**src/rtl/fgc_pkg.sv**
```systemverilog
package fgc_pkg;
  localparam int unsigned FGC_ADDR_W   = 16;
  localparam int unsigned FGC_DATA_W   = 8;
  localparam logic [FGC_ADDR_W-1:0] FGC_PORT_ADDR = 16'h0092;
  localparam int unsigned FGC_GATE_BIT = 1;
  localparam int unsigned FGC_REQ_BIT  = 0;
endpackage

```
**src/rtl/fgc_addr_match.sv**
```systemverilog
module fgc_addr_match #(
  parameter int unsigned ADDR_W = 16,
  parameter logic [ADDR_W-1:0] PORT_ADDR = '0
) (
  input  logic [ADDR_W-1:0] addr,
  input  logic              wr,
  input  logic              rd,
  output logic              wr_hit,
  output logic              rd_hit
);
  logic sel;

  always_comb begin
    sel    = (addr == PORT_ADDR);
    wr_hit = sel && wr;
    rd_hit = sel && rd;
  end
endmodule

```
**src/rtl/fgc_ctl_reg.sv**
```systemverilog
module fgc_ctl_reg #(
  parameter int unsigned DATA_W  = 8,
  parameter int unsigned REQ_BIT = 0
) (
  input  logic              clk,
  input  logic              por_n,
  input  logic              warm_rst,
  input  logic              wr_en,
  input  logic [DATA_W-1:0] wdata,
  output logic [DATA_W-1:0] q
);
  localparam logic [DATA_W-1:0] KEEP_MASK = ~(DATA_W'(1) << REQ_BIT);

  for (genvar b = 0; b < DATA_W; b++) begin : g_bit
    if (b == REQ_BIT) begin : g_req
      always_ff @(posedge clk) begin
        if (!por_n)        q[b] <= 1'b0;
        else if (warm_rst) q[b] <= 1'b0;
        else if (wr_en)    q[b] <= wdata[b];
      end
    end else begin : g_keep
      always_ff @(posedge clk) begin
        if (!por_n)                   q[b] <= 1'b0;
        else if (wr_en && !warm_rst)  q[b] <= wdata[b];
      end
    end
  end

  // warm reset clears only the request bit
  a_r5_warm_keeps_upper: assert property (@(posedge clk) disable iff (!por_n)
    warm_rst |=> ((q & KEEP_MASK) == ($past(q) & KEEP_MASK)) && !q[REQ_BIT]);

  // write during warm reset stores nothing
  a_r7_warm_blocks_write: assert property (@(posedge clk) disable iff (!por_n)
    (warm_rst && wr_en) |=> ((q & KEEP_MASK) == ($past(q) & KEEP_MASK)));
endmodule

```
**src/rtl/fgc_req_pulse.sv**
```systemverilog
module fgc_req_pulse (
  input  logic clk,
  input  logic por_n,
  input  logic warm_rst,
  input  logic fire,
  output logic req
);
  always_ff @(posedge clk) begin
    if (!por_n) req <= 1'b0;
    else        req <= fire && !warm_rst;
  end

  // a pulse is followed by low unless a new firing write came
  a_r4_pulse_not_level: assert property (@(posedge clk) disable iff (!por_n)
    (req && !fire) |=> !req);
endmodule

```
**src/rtl/fast_gate_ctl.sv**
```systemverilog
module fast_gate_ctl
  import fgc_pkg::*;
#(
  parameter int unsigned ADDR_W    = FGC_ADDR_W,
  parameter int unsigned DATA_W    = FGC_DATA_W,
  parameter logic [ADDR_W-1:0] PORT_ADDR = FGC_PORT_ADDR,
  parameter int unsigned GATE_BIT  = FGC_GATE_BIT,
  parameter int unsigned REQ_BIT   = FGC_REQ_BIT
) (
  input  logic              clk,
  input  logic              por_n,
  input  logic              warm_rst,
  input  logic [ADDR_W-1:0] io_addr,
  input  logic              io_wr,
  input  logic              io_rd,
  input  logic [DATA_W-1:0] io_wdata,
  output logic [DATA_W-1:0] io_rdata,
  output logic              io_rdata_oe,
  output logic              gate_a20,
  output logic              sys_rst_req
);
  logic              wr_hit;
  logic              rd_hit;
  logic [DATA_W-1:0] ctl_q;

  fgc_addr_match #(.ADDR_W(ADDR_W), .PORT_ADDR(PORT_ADDR)) u_match (
    .addr   (io_addr),
    .wr     (io_wr),
    .rd     (io_rd),
    .wr_hit (wr_hit),
    .rd_hit (rd_hit)
  );

  fgc_ctl_reg #(.DATA_W(DATA_W), .REQ_BIT(REQ_BIT)) u_reg (
    .clk      (clk),
    .por_n    (por_n),
    .warm_rst (warm_rst),
    .wr_en    (wr_hit),
    .wdata    (io_wdata),
    .q        (ctl_q)
  );

  fgc_req_pulse u_pulse (
    .clk      (clk),
    .por_n    (por_n),
    .warm_rst (warm_rst),
    .fire     (wr_hit && io_wdata[REQ_BIT]),
    .req      (sys_rst_req)
  );

  always_comb begin
    io_rdata    = rd_hit ? ctl_q : '0;
    io_rdata_oe = rd_hit;
    gate_a20    = ctl_q[GATE_BIT];
  end

  // a request only follows an accepted write carrying bit 0 set
  a_r4_req_needs_write: assert property (@(posedge clk) disable iff (!por_n)
    sys_rst_req |-> $past(io_wr && (io_addr == PORT_ADDR) && io_wdata[REQ_BIT] && !warm_rst));

  // the gate only moves after a hit write or a power-on reset
  a_r3_gate_moves_on_write: assert property (@(posedge clk) disable iff (!por_n)
    !$stable(gate_a20) |-> $past(io_wr && (io_addr == PORT_ADDR)) || $past(!por_n));

  // a write elsewhere leaves the register untouched
  a_r8_other_addr_no_change: assert property (@(posedge clk) disable iff (!por_n)
    (io_wr && (io_addr != PORT_ADDR) && !warm_rst) |=> $stable(ctl_q));

  // power-on reset clears everything and silences the request
  a_r6_por_clears: assert property (@(posedge clk)
    !por_n |=> (ctl_q == '0) && !sys_rst_req);

  // the read bus is quiet unless a hit read is present
  a_r8_bus_quiet: assert property (@(posedge clk) disable iff (!por_n)
    !(io_rd && (io_addr == PORT_ADDR)) |-> (io_rdata == '0) && !io_rdata_oe);
endmodule

```
**config.mk**
```make
export PLATFORM = sky130hd
export DESIGN_NAME = fast_gate_ctl
export DESIGN_NICKNAME = d
export VERILOG_FILES = /design/src/rtl/fgc_pkg.sv /design/src/rtl/fgc_addr_match.sv /design/src/rtl/fgc_ctl_reg.sv /design/src/rtl/fgc_req_pulse.sv /design/src/rtl/fast_gate_ctl.sv
export SDC_FILE = /design/constraint.sdc
export NUM_CORES = 1
export LEC_CHECK = 0
export BUFFER_PORTS_ARGS = -buffer_cell sky130_fd_sc_hd__buf_4
export CAP_MARGIN = 20
export CORE_AREA = 2 2 39 41
export CTS_CLUSTER_SIZE = 25
export DETAILED_ROUTE_END_ITERATION = 7
export DIE_AREA = 0 0 41 43
export PLACE_DENSITY = 0.74
export SYNTH_ARGS = -nofsm -noshare
export SYNTH_HDL_FRONTEND = slang
export SYNTH_SLANG_ARGS = --single-unit
```
**constraint.sdc**
```tcl
create_clock -name clk -period 2.01 [get_ports clk]
set_clock_uncertainty 0.1 [all_clocks]
set_input_delay 0.201 -clock clk [delete_from_list [all_inputs] [get_ports clk]]
set_output_delay 0.201 -clock clk [all_outputs]
set_load 0.01 [all_outputs]
```
# Word-level counts from Yosys, hierarchy flattened
# Index checks and enable logic that the tools add are counted.
# word_totals
reg_bits	9
input_bits	29
output_inout_bits	11
wordCells	19
# classes
eq_ne	1
n_mux	1
bitwise_logic	1
reduce_logical	7
# ops
op	count
16-bit by 8-bit == test with 1-bit output (second input constant)	1
8-bit 2-to-1 mux	1
1-bit logical AND	5
2-bit OR reduction	1
1-bit logical NOT	1
1-bit inverter	1

# Longest topological paths before layout
# depth
ltp_word	4
mapped_depth	5
mapped_depth_nobuf	4

# Hierarchy
# Synthesis repeated with hierarchy kept, for this count alone.
# hier_totals
hier_cells	54
area_unflattened_um2	495.5
# by_module_without_submodules
mod	instances	cells_each	area_per_inst_um2	seq_area_each_um2
fgc_ctl_reg	1	34	336.6	160.2
fgc_addr_match	1	9	73.8	0.0
fast_gate_ctl	1	9	56.3	0.0
fgc_req_pulse	1	2	28.8	20.0

# Worst setup path before layout
# Ideal clock, no wire load.
# synth_path
kind	input-to-output
startpoint	input io_addr[2]
endpoint	output io_rdata[0]
arrival_time_ns	1.038
required_ns	1.709
setup_slack_ns	0.671
stages	4
n_path_buf	1
cell_sequence	nor4b_1 -> and4_1 -> buf_2 -> and3_1
# synth_via
elab_chain_len	3
# synth_lines
item	line_no	text
start, declared	fast_gate_ctl.sv:13	input logic [ADDR_W-1:0] io_addr,
16-bit by 8-bit == test with 1-bit output	fgc_addr_match.sv:14	sel = (addr == PORT_ADDR);
1-bit logical AND	fgc_addr_match.sv:16	rd_hit = sel && rd;
8-bit 2-to-1 mux	fast_gate_ctl.sv:52	io_rdata = rd_hit ? ctl_q : '0;
end, declared	fast_gate_ctl.sv:17	output logic [DATA_W-1:0] io_rdata,
# Every way passes these cells.

# Worst setup path after layout
# layout_path
startpoint	input io_addr[2]
endpoint	output io_rdata[6]
# Same word-level chain as after synthesis.

==> results.json <==
{
  "status": "completed",
  "numCtsBuffers": 3,
  "grt_antenna_before_repair": 0,
  "ioPinCount": 40,
  "num_rows": 14,
  "post_cts_buffers": 0,
  "core_area_sq_mm": 0.00138,
  "drc": 0,
  "nFillCells": 137,
  "regArea_sq_um": 180,
  "ir_drop_uv": 429,
  "wirelength_mm": 1.20,
  "initial_core_util": 0.329,
  "fmax_mhz": 611,
  "min_path_cells": 3,
  "rsz0062_at_grt": "no",
  "die_area_sq_mm": 0.00176,
  "synthesis.area_sq_um": 455,
  "most-common-layout-cells": "buf_4 (39), nand2_1 (15), dfxtp_1 (9), and3_1 (8), mux2i_1 (7)",
  "fp.dieW_um": 41,
  "synth.distinct_cells": 14,
  "finalCritPeriodShare": 0.814,
  "cp_data_required_time_ps": 1710,
  "clk_latency_ps": 260,
  "place.gp.congestion": 0.708,
  "cp-end-kind": "output port",
  "tightest_slew_ps": 453,
  "crit_top_cell": "buf_4",
  "synth_nets": 81,
  "dr.pass1.iters": 4,
  "hold_violations": 0,
  "syn2layout_area_growth_pct": 70.3,
  "max_cap_violations": 0,
  "htree_num_levels": 1,
  "path_class": "in -> out",
  "grt_use_total": 0.159,
  "worst-endpoint-arrival_ps": 1330,
  "yosys_warnings": 0,
  "synthTopCellsByArea": "dfxtp_1 (40%), mux2i_1 (15%), nand2_1 (12%)",
  "slowest_stage": "and4_1",
  "finalMaxSlewViolations": 0,
  "p_leak_nw": 0.441,
  "grt_pass1_vias": 473,
  "io_buffer_count": 39,
  "vias": 487,
  "postSynthAreaPerCell_sq_um": 8.76,
  "mostFrequentLayoutCell": "buf_4",
  "wire_per_inst_um": 11.1,
  "multiInputGateArea_sq_um": 255,
  "nNetsFinal": 122,
  "n_antenna_cell": 0,
  "grt_max_degree": 16,
  "root_buffer": "clkbuf_4",
  "cp_max_fo": 12,
  "clk_path_buf_depth": 2,
  "tns_ps": 0,
  "seq_area_frac_synth": 0.396,
  "crit_path_cell_trace": "buf_4, nor4b_1, and4_1, and3_1, buf_4",
  "grt-ovfl-total": 0,
  "yosys.area.top_type": "dfxtp_1",
  "hold_path.class": "in -> reg",
  "cts_tree": "done",
  "setup_viol": 0,
  "ff2ff_path_depth": 2,
  "syn_inst": 52,
  "powerDensity_mw_per_mm2": 478,
  "clkSinkCount": 9,
  "viasPerCell": 4.51,
  "dpl-instance-area_sq_um": 748,
  "period_needed_ps": 1640,
  "ys_ff_latch": 9,
  "drt_iter0_markers": 3,
  "cts.clk_slew.worst_paths_ps": 60,
  "netlist.area_leader.share": 0.396,
  "ant_nets": 0,
  "crit_path_max_incr_delay_ps": 430,
  "slew_headroom": 0.697,
  "die_h_um": 43,
  "grt_pass1_wl_mm": 1.87,
  "ctsResizeCount": 0,
  "start_kind": "input port",
  "layout-drive-gt1-share": 0.467,
  "stdcell_area_sq_um": 776,
  "cts_hold_buf": 0
}
cell type report:
cell class,instances,share of cell area
timing repair buffer,39,0.377
multi-input combinational,40,0.329
sequential,9,0.232
clock buffer,3,0.0290
tap,16,0.0258
clock inverter,1,0.00645
worst max-delay path: cells and delay by family:
kind / cells / cell delay (ps)
buffers and inverters: 2 / 220
AND/OR/NAND/NOR: 3 / 910
cells by family after synthesis:
group,after synthesis,synth area share
mux,7,0.154
simple gates,32,0.387
flops,9,0.396
compound gates,1,0.0192
buf+inv,3,0.0439
cells in the mapped netlist (all sizes together):
| library cell | n |
|---|---|
| and3 | 8 |
| mux2i | 7 |
| nor4 | 1 |
| dfxtp | 9 |
| and2 | 1 |
| nor2b | 1 |
| nor4b | 3 |
| buf | 2 |
| and4 | 2 |
| nand3b | 1 |
| a31o | 1 |
| clkbuf | 1 |
| nand2 | 15 |
per-layer routing:
layer	up-vias	part of all wire	track usage
met3	2	0.053	0.0942
met4	0	0.0050	0.0400
li1	265	-	-
met2	15	0.54	0.256
met1	205	0.40	0.169
met5	-	0	0
power breakdown:
group	internal [mW]	total (mW)	switching [mW]
Sequential	0.178	0.178	0.000000293
Combinational	0.0383	0.0537	0.0153
Clock	0.0735	0.139	0.0656
Total	0.290	0.371	0.0810
final timing paths:
| path | startpoint | end | slack [ps] |
|---|---|---|---|
| max | io_addr[2] | io_rdata[6] | 370 |
| min | io_wdata[5] | u_reg.q[5] | 80 |
| max reg2reg | u_reg.q[1] | u_reg.q[1] | 1320 |
| min reg2reg | u_reg.q[5] | u_reg.q[5] | 350 |
sequential cells by signal, indices dropped and copies added, names as in the netlist:
name / count
u_reg.q: 8
u_pulse.req: 1
metrics by stage:
stage	std cells	worst slack (ps)	util	power, mW	hold slack [ps]
floorplan	52	671	-	0.191	240
CTS	108	353	0.561	0.375	78.5
global placement	104	134	0.541	0.236	343
global route	108	244	0.561	0.393	73.1
finish	108	375	0.561	0.371	82.9
detailed placement	104	126	0.541	0.236	351
No activity file was read; power rests on OpenSTA's default activity.
